### config.mk
export PLATFORM = sky130hd
export DESIGN_NAME = scl_rate_gen
export DESIGN_NICKNAME = d
export VERILOG_FILES = /design/src/rtl/scl_rate_pkg.sv /design/src/rtl/scl_prescale.sv /design/src/rtl/scl_lin_div.sv /design/src/rtl/scl_phase_seq.sv /design/src/rtl/scl_rate_gen.sv
export SDC_FILE = /design/constraint.sdc
export NUM_CORES = 1
export LEC_CHECK = 0
export BUFFER_PORTS_ARGS = -buffer_cell sky130_fd_sc_hd__buf_2
export CORE_AREA = 4 4 78 44
export CTS_CLUSTER_DIAMETER = 100
export DETAILED_ROUTE_END_ITERATION = 16
export DIE_AREA = 0 0 82 48
export PLACE_DENSITY = 0.87
export SLEW_MARGIN = 30
export SYNTH_ARGS = -nofsm -noshare
export SYNTH_HDL_FRONTEND = slang
export SYNTH_SLANG_ARGS = --single-unit
### constraint.sdc
create_clock -name clk -period 3.93 [get_ports clk]
set_input_delay 0.786 -clock clk [delete_from_list [all_inputs] [get_ports clk]]
set_output_delay 0.786 -clock clk [all_outputs]
set_load 0.05 [all_outputs]
### src/rtl/scl_rate_pkg.sv
package scl_rate_pkg;
  localparam int DEF_M_W      = 4;
  localparam int DEF_N_W      = 3;
  localparam int DEF_PH_COUNT = 10;
  localparam int DEF_PH_HIGH  = 5;
  localparam int DEF_PH_DRV   = 2;
  localparam int DEF_PH_SMP   = 7;
endpackage

### src/rtl/scl_prescale.sv
module scl_prescale #(
  parameter int N_W = 3
) (
  input  logic           clk,
  input  logic           rst,
  input  logic           clr_i,
  input  logic           run_i,
  input  logic [N_W-1:0] n_i,
  output logic           pre_pulse_o
);
  localparam int PW = 1 << N_W;

  logic [PW-1:0] cnt_q;
  logic [PW-1:0] lim;

  // terminal count is 2^(N+1)-1; wraps correctly for N at its maximum
  always_comb lim = (PW'(1) << (int'(n_i) + 1)) - PW'(1);

  assign pre_pulse_o = run_i && (cnt_q >= lim);

  always_ff @(posedge clk) begin
    if (rst || clr_i)   cnt_q <= '0;
    else if (run_i)     cnt_q <= pre_pulse_o ? '0 : cnt_q + PW'(1);
  end

  AST_PRE_FREEZE: assert property (@(posedge clk) disable iff (rst)
    (!run_i && !clr_i) |=> $stable(cnt_q));
endmodule

### src/rtl/scl_lin_div.sv
module scl_lin_div #(
  parameter int M_W = 4
) (
  input  logic           clk,
  input  logic           rst,
  input  logic           clr_i,
  input  logic           step_i,
  input  logic [M_W-1:0] m_i,
  output logic           tick_o
);
  logic [M_W-1:0] cnt_q;

  assign tick_o = step_i && (cnt_q >= m_i);

  always_ff @(posedge clk) begin
    if (rst || clr_i)  cnt_q <= '0;
    else if (step_i)   cnt_q <= tick_o ? '0 : cnt_q + M_W'(1);
  end

  AST_DIV_IDLE: assert property (@(posedge clk) disable iff (rst)
    (!step_i && !clr_i) |=> $stable(cnt_q));
endmodule

### src/rtl/scl_phase_seq.sv
module scl_phase_seq #(
  parameter int PH_COUNT = 10,
  parameter int PH_HIGH  = 5,
  parameter int PH_DRV   = 2,
  parameter int PH_SMP   = 7
) (
  input  logic clk,
  input  logic rst,
  input  logic clr_i,
  input  logic run_i,
  input  logic tick_i,
  output logic scl_hi_o,
  output logic drv_stb_o,
  output logic smp_stb_o
);
  localparam int PHW = $clog2(PH_COUNT);

  logic [PHW-1:0] ph_q;
  logic [PHW-1:0] ph_nxt;

  always_comb begin
    ph_nxt = ph_q;
    if (tick_i) ph_nxt = (ph_q == PHW'(PH_COUNT-1)) ? '0 : ph_q + PHW'(1);
  end

  always_ff @(posedge clk) begin
    if (rst || clr_i) begin
      ph_q      <= '0;
      scl_hi_o  <= 1'b0;
      drv_stb_o <= 1'b0;
      smp_stb_o <= 1'b0;
    end else begin
      ph_q      <= ph_nxt;
      scl_hi_o  <= (ph_nxt >= PHW'(PH_HIGH));
      drv_stb_o <= tick_i && (ph_nxt == PHW'(PH_DRV));
      smp_stb_o <= tick_i && (ph_nxt == PHW'(PH_SMP));
    end
  end

  AST_PH_RANGE: assert property (@(posedge clk) disable iff (rst)
    ph_q < PHW'(PH_COUNT));
  AST_STRB_EXCL: assert property (@(posedge clk) disable iff (rst)
    !(drv_stb_o && smp_stb_o));
  AST_RISE_HALF: assert property (@(posedge clk) disable iff (rst)
    $rose(scl_hi_o) |-> (ph_q == PHW'(PH_HIGH)));
  AST_HOLD_PHASE: assert property (@(posedge clk) disable iff (rst)
    (!run_i && !clr_i) |=> $stable(ph_q) && !drv_stb_o && !smp_stb_o);
endmodule

### src/rtl/scl_rate_gen.sv
module scl_rate_gen #(
  parameter int M_W      = scl_rate_pkg::DEF_M_W,
  parameter int N_W      = scl_rate_pkg::DEF_N_W,
  parameter int PH_COUNT = scl_rate_pkg::DEF_PH_COUNT,
  parameter int PH_HIGH  = scl_rate_pkg::DEF_PH_HIGH,
  parameter int PH_DRV   = scl_rate_pkg::DEF_PH_DRV,
  parameter int PH_SMP   = scl_rate_pkg::DEF_PH_SMP
) (
  input  logic               clk,
  input  logic               rst,
  input  logic               soft_rst_i,
  input  logic               bus_en_i,
  input  logic               baud_we_i,
  input  logic [M_W+N_W-1:0] baud_wdata_i,
  input  logic               scl_in_i,
  output logic               scl_hi_o,
  output logic               drv_stb_o,
  output logic               smp_stb_o
);
  localparam int BAUD_W = M_W + N_W;

  logic [BAUD_W-1:0] baud_q;
  logic [M_W-1:0]    m_val;
  logic [N_W-1:0]    n_val;
  logic              stall;
  logic              run;
  logic              pre_pulse;
  logic              tick;

  always_ff @(posedge clk) begin
    if (rst)            baud_q <= '0;
    else if (baud_we_i) baud_q <= baud_wdata_i;
  end

  assign m_val = baud_q[BAUD_W-1:N_W];
  assign n_val = baud_q[N_W-1:0];

  // a slave holding the line low during the high half freezes the chain
  assign stall = scl_hi_o && !scl_in_i;
  assign run   = bus_en_i && !stall;

  scl_prescale #(.N_W(N_W)) u_pre (
    .clk(clk), .rst(rst), .clr_i(soft_rst_i), .run_i(run),
    .n_i(n_val), .pre_pulse_o(pre_pulse)
  );

  scl_lin_div #(.M_W(M_W)) u_div (
    .clk(clk), .rst(rst), .clr_i(soft_rst_i), .step_i(pre_pulse),
    .m_i(m_val), .tick_o(tick)
  );

  scl_phase_seq #(
    .PH_COUNT(PH_COUNT), .PH_HIGH(PH_HIGH), .PH_DRV(PH_DRV), .PH_SMP(PH_SMP)
  ) u_seq (
    .clk(clk), .rst(rst), .clr_i(soft_rst_i), .run_i(run), .tick_i(tick),
    .scl_hi_o(scl_hi_o), .drv_stb_o(drv_stb_o), .smp_stb_o(smp_stb_o)
  );

  AST_BAUD_HOLD: assert property (@(posedge clk) disable iff (rst)
    !baud_we_i |=> $stable(baud_q));
  AST_STRETCH_HOLD: assert property (@(posedge clk) disable iff (rst)
    (scl_hi_o && !scl_in_i && !soft_rst_i) |=> scl_hi_o);
  AST_SOFT_CLEAR: assert property (@(posedge clk) disable iff (rst)
    soft_rst_i |=> (!scl_hi_o && !drv_stb_o && !smp_stb_o));
  AST_TICK_NEEDS_EN: assert property (@(posedge clk) disable iff (rst)
    !bus_en_i |-> !tick);
endmodule

# Word-level counts from Yosys, hierarchy flattened
# Cells that the tools add are included.
# word_totals
regBits,26
latch_bits,0
ramBits,0
mem_bits_ro,0
inputBits,13
out_inout_bits,3
word_cells,32
n_memories,0
# classes
n_addsub,5
n_mul,0
div,0
n_lt_le_gt_ge,3
n_eq_ne,3
shift,1
muxes,4
n_bitwise,0
reduce_logical,9
# ops
cell,n
$shl A1 B32 Y8 const A,1
$mux W4,3
$add A4 B1 Y4 const B,2
$add A8 B1 Y8 const B,1
$ge A8 B8 Y1,1
$mux W8,1
$sub A8 B2 Y8 const B,1
$logic_and A1 B1 Y1,6
$add A3 B1 Y4 const B,1
$eq A4 B2 Y1 const B,1
$eq A4 B3 Y1 const B,1
$eq A4 B4 Y1 const B,1
$ge A4 B3 Y1 const B,1
$ge A4 B4 Y1,1
$logic_not A1 Y1,2
$logic_or A1 B1 Y1,1

# Longest topological paths before layout
# logic_depth
ltp_word,9
mapped_depth,15
ltp_nobuf,14

# Modules after synthesis
# From an unflattened synthesis, not the netlist that was laid out.
# unflattened
hier_cells,170
hier_area_um2,1660.3
# modules_own_cells
mod,n_inst,cells_each,area_each_um2
scl_prescale,1,62,668.1
scl_phase_seq,1,48,404.1
scl_lin_div,1,36,329.1
scl_rate_gen,1,24,259.0

# Least setup slack after synthesis
# OpenSTA, ideal clock, no wires.
# synth_path
path_type,register to register
startpoint,register baud_q[2]
endpoint,register u_div.cnt_q[3]
setup_ns,0.070
t_arrival_ns,2.727
required_ns,3.860
slack_ns,1.133
path_stages_with_launch,16
path_buffers,1
path_cell_list,dfxtp_1 clkbuf_1 nor3_1 inv_1 ha_1 nor2_1 nand2_1 nand2_1 a22oi_1 ha_1 nand2_1 nor2_1 o311ai_4 and2_4 or4_1 a21oi_1
# synth_between
elab_chain_cells,7
# synth_rtl
element,line,rtl
"start, declared",scl_rate_gen.sv:22,logic [BAUD_W-1:0] baud_q;
"start signal, assigned",scl_rate_gen.sv:32,else if (baud_we_i) baud_q <= baud_wdata_i;
$add A3 B1 Y4 (*),scl_prescale.sv:17,always_comb lim = (PW'(1) << (int'(n_i) + 1)) - PW'(1);
$shl A1 B32 Y8 (*),scl_prescale.sv:17,
$sub A8 B2 Y8 (*),scl_prescale.sv:17,
$ge A8 B8 Y1 (*),scl_prescale.sv:19,assign pre_pulse_o = run_i && (cnt_q >= lim);
$logic_and A1 B1 Y1 (*),scl_prescale.sv:19,
$logic_and A1 B1 Y1,scl_lin_div.sv:13,assign tick_o = step_i && (cnt_q >= m_i);
$mux W4,scl_lin_div.sv:17,else if (step_i) cnt_q <= tick_o ? '0 : cnt_q + M_W'(1);
"end signal, assigned",scl_lin_div.sv:17,
"end, declared",scl_lin_div.sv:11,logic [M_W-1:0] cnt_q;
# Every way passes the cells marked *; elsewhere a longest branch is shown, timed or not.
# A chain may end at the register's enable or synchronous reset.

# Worst setup path after layout
# Same ends and word-level chain as after synthesis.

==> metrics.yaml <==
io_buffers: 15
drc_errors: 0
place_inst: 228
crit_slowest_cell: "or4_1"
finClkSkew_ns: 0.00221
hold_buffers: 0
ys.flop_type: "dfxtp_1"
cts_setup_buffers: 0
clock-sinks: 26
gr-usage-met3: 0.0508
clk_pin_slew_ns: 0.09
tightestPinTransition_ns: 0.571
start_kind: "register"
antenna_found_initial: 0
worstSetupPathType: "reg2reg"
ctsRootBufferMaster: "clkbuf_8"
p_leak_nw: 0.717
rows: 14
yosysWarnings: 0
synthArstFlopShare: 0
syn_inst: 180
irDropWorstVdd_mv: 0.233
cts_inserted_buffers: 3
max_freq_mhz: 337
max_stage_delay_ns: 0.49
layout.cells.non_filler: 232
vias: 1241
critPathBufInv: 1
gp_congestion: 0.800
critPathMaxFanout: 9
finalMaxSlewViolations: 0
dp_hpwl_mm: 2.24
cts_resized: 0
finalSetupViolCount: 0
vias_per_cell: 5.35
io_pins: 16
drive_above_1_share: 0.141
p_per_area_nw_per_um2: 341
max_cap_viol_count: 0
ys_seq_area_frac: 0.344
areaGrowthSynthToFinish_pct: 11.2
use_met1: 0.218
use_met2: 0.246
grt_pass1_vias: 1074
synthDistinctLibCells: 37
cpLargestDelayFamily: "simple AND/OR/NAND/NOR gates"
postRouteAntennaNets: 0
clock_path_buffers: 2
worstHoldPathType: "reg2reg"
crit_top_cell: "nand2_1"
hold_viol: 0
cp.required_ns: 4.14
endpoint_kind: "register"
period_needed_ns: 2.97
antenna_cells: 0
cts_tree: "yes"
relSlewSlack: 0.618
detail_route.wl_per_cell_um: 12.3
min_period_over_period: 0.755
rsz0062_at_grt: "false"
start_util: 0.541
htreeDepth: 1
routed_wl_mm: 2.85
tns_ns: 0
fillCellCount: 246
drt-pass1-iter-count: 4
grt_start_max_net_pins: 16
cp.arrival_ns: 3.18
finalNetCount: 221
syn_area_um2: 1520
core_area_um2: 2800
die_height_um: 48
dieWidth_um: 82
synth_edf_count: 0
cp_cell_sequence: "nor3_1 > inv_1 > ha_1 > nor2_1 > nand2_1 > nand2_1 > a22oi_1 > ha_1 > nand2_1 > nor2_1 > o311ai_4 > and2_4 > or4_1 > a21oi_1"
track_usage: 0.156
grt_pass1_wl_mm: 4.71
worstSkewPairLatency_ns: 0.27
overflow: 0
status: "finished clean"
top_usage_layer: "met2"
first_iter_violations: 77
dieArea_um2: 3940
ys_ff_latch: 26
avgSynthCellArea_um2: 8.42
==> cell families after synthesis <==
family,Yosys count,share of synthesized area
adder cells (fa/ha/maj),15,0.124
AND/OR/NAND/NOR,70,0.211
buffers and inverters,17,0.0421
other,1,0.00247
AO/OA/AOI/OAI,30,0.146
multiplexers,11,0.0727
flip-flops,26,0.344
XOR/XNOR,10,0.0578
==> per-layer routing <==
layer	routed length, µm	up-vias	share of wire
met5	0	-	0
met4	2	0	0.00070
met3	194	2	0.068
met2	1130	30	0.40
met1	1520	566	0.54
li1	-	643	-
==> per-stage QoR <==
step	setup slack (ns)	total power, mW	hold WS, ns	utilization	instance area (µm²)
3_3_place_gp	1.10	0.354	0.475	0.576	1610
3_5_place_dp	1.02	0.357	0.485	0.576	1610
4_1_cts	1.00	0.580	0.512	0.601	1690
6_report	0.964	0.575	0.506	0.601	1690
2_1_floorplan	1.13	0.339	0.460	-	1520
5_1_grt	0.760	0.596	0.524	0.601	1690
==> cells in the final DEF, fill, tap and decap left out, drive strengths merged, types with 3 or more instances in the layout <==
cell type,netlist,final
xnor2,6,6
nand2,22,22
nand3,4,4
nand4,3,3
dfxtp,26,26
a21oi,10,10
nor2,25,25
clkbuf,8,3
inv,9,9
o21ai,7,7
xor2,4,4
a211oi,3,3
buf,0,15
nor3,4,4
mux2i,11,11
ha,15,15
==> worst min-delay path: cells and delay by family, from the launching register on <==
family | cells | cell delay (ns)
flops | 1 | 0.34
mux | 1 | 0.07
simple gates | 1 | 0.07
==> sequential cells by signal, indices dropped and copies added, names as in the netlist <==
register         count
u_pre.cnt_q          8
baud_q               7
u_div.cnt_q          4
u_seq.ph_q           4
u_seq.drv_stb_o      1
u_seq.scl_hi_o       1
u_seq.smp_stb_o      1
==> power by group <==
group / total (mW) / internal [mW] / switching, mW / leakage, nW
combinational: 0.0755 / 0.0338 / 0.0417 / 0.470
clock: 0.222 / 0.136 / 0.0861 / 0.0357
sequential: 0.276 / 0.269 / 0.00756 / 0.211
total: 0.575 / 0.439 / 0.135 / 0.717
==> final cells by class <==
cell class / instances / area (µm²) / share of cell area
Timing Repair Buffer: 15 / 75.1 / 0.0445
Sequential cell: 26 / 520 / 0.309
Clock inverter: 1 / 30.0 / 0.0178
Tap cell: 40 / 50.0 / 0.0297
Clock buffer: 3 / 41.3 / 0.0245
Multi-Input combinational cell: 138 / 935 / 0.555
Inverter: 9 / 33.8 / 0.0200
==> cells in the mapped netlist, types with 2 or more instances <==
cell / count / area (µm²)
a211oi_1: 3 / 22.5
a21oi_1: 10 / 50.1
and2b_2: 2 / 17.5
clkbuf_1: 8 / 30.0
dfxtp_1: 26 / 521
ha_1: 15 / 188
inv_1: 9 / 33.8
mux2i_1: 11 / 110
nand2_1: 22 / 82.6
nand3_1: 4 / 20.0
nand4_1: 3 / 18.8
nor2_1: 25 / 93.8
nor3_1: 4 / 20.0
nor4_1: 2 / 12.5
o21ai_0: 6 / 30.0
xnor2_1: 6 / 52.6
xor2_1: 4 / 35.0
==> worst paths after layout <==
kind,startpoint,to,slack [ns],depth (start not counted)
worst max-delay path,baud_q[2],u_div.cnt_q[3],0.96,14
worst max register to register,baud_q[2],u_div.cnt_q[3],0.96,14
worst min-delay path,baud_q[5],baud_q[5],0.51,2
worst min register to register,baud_q[5],baud_q[5],0.51,2
Note: power is estimated with default switching activity, not from simulation.
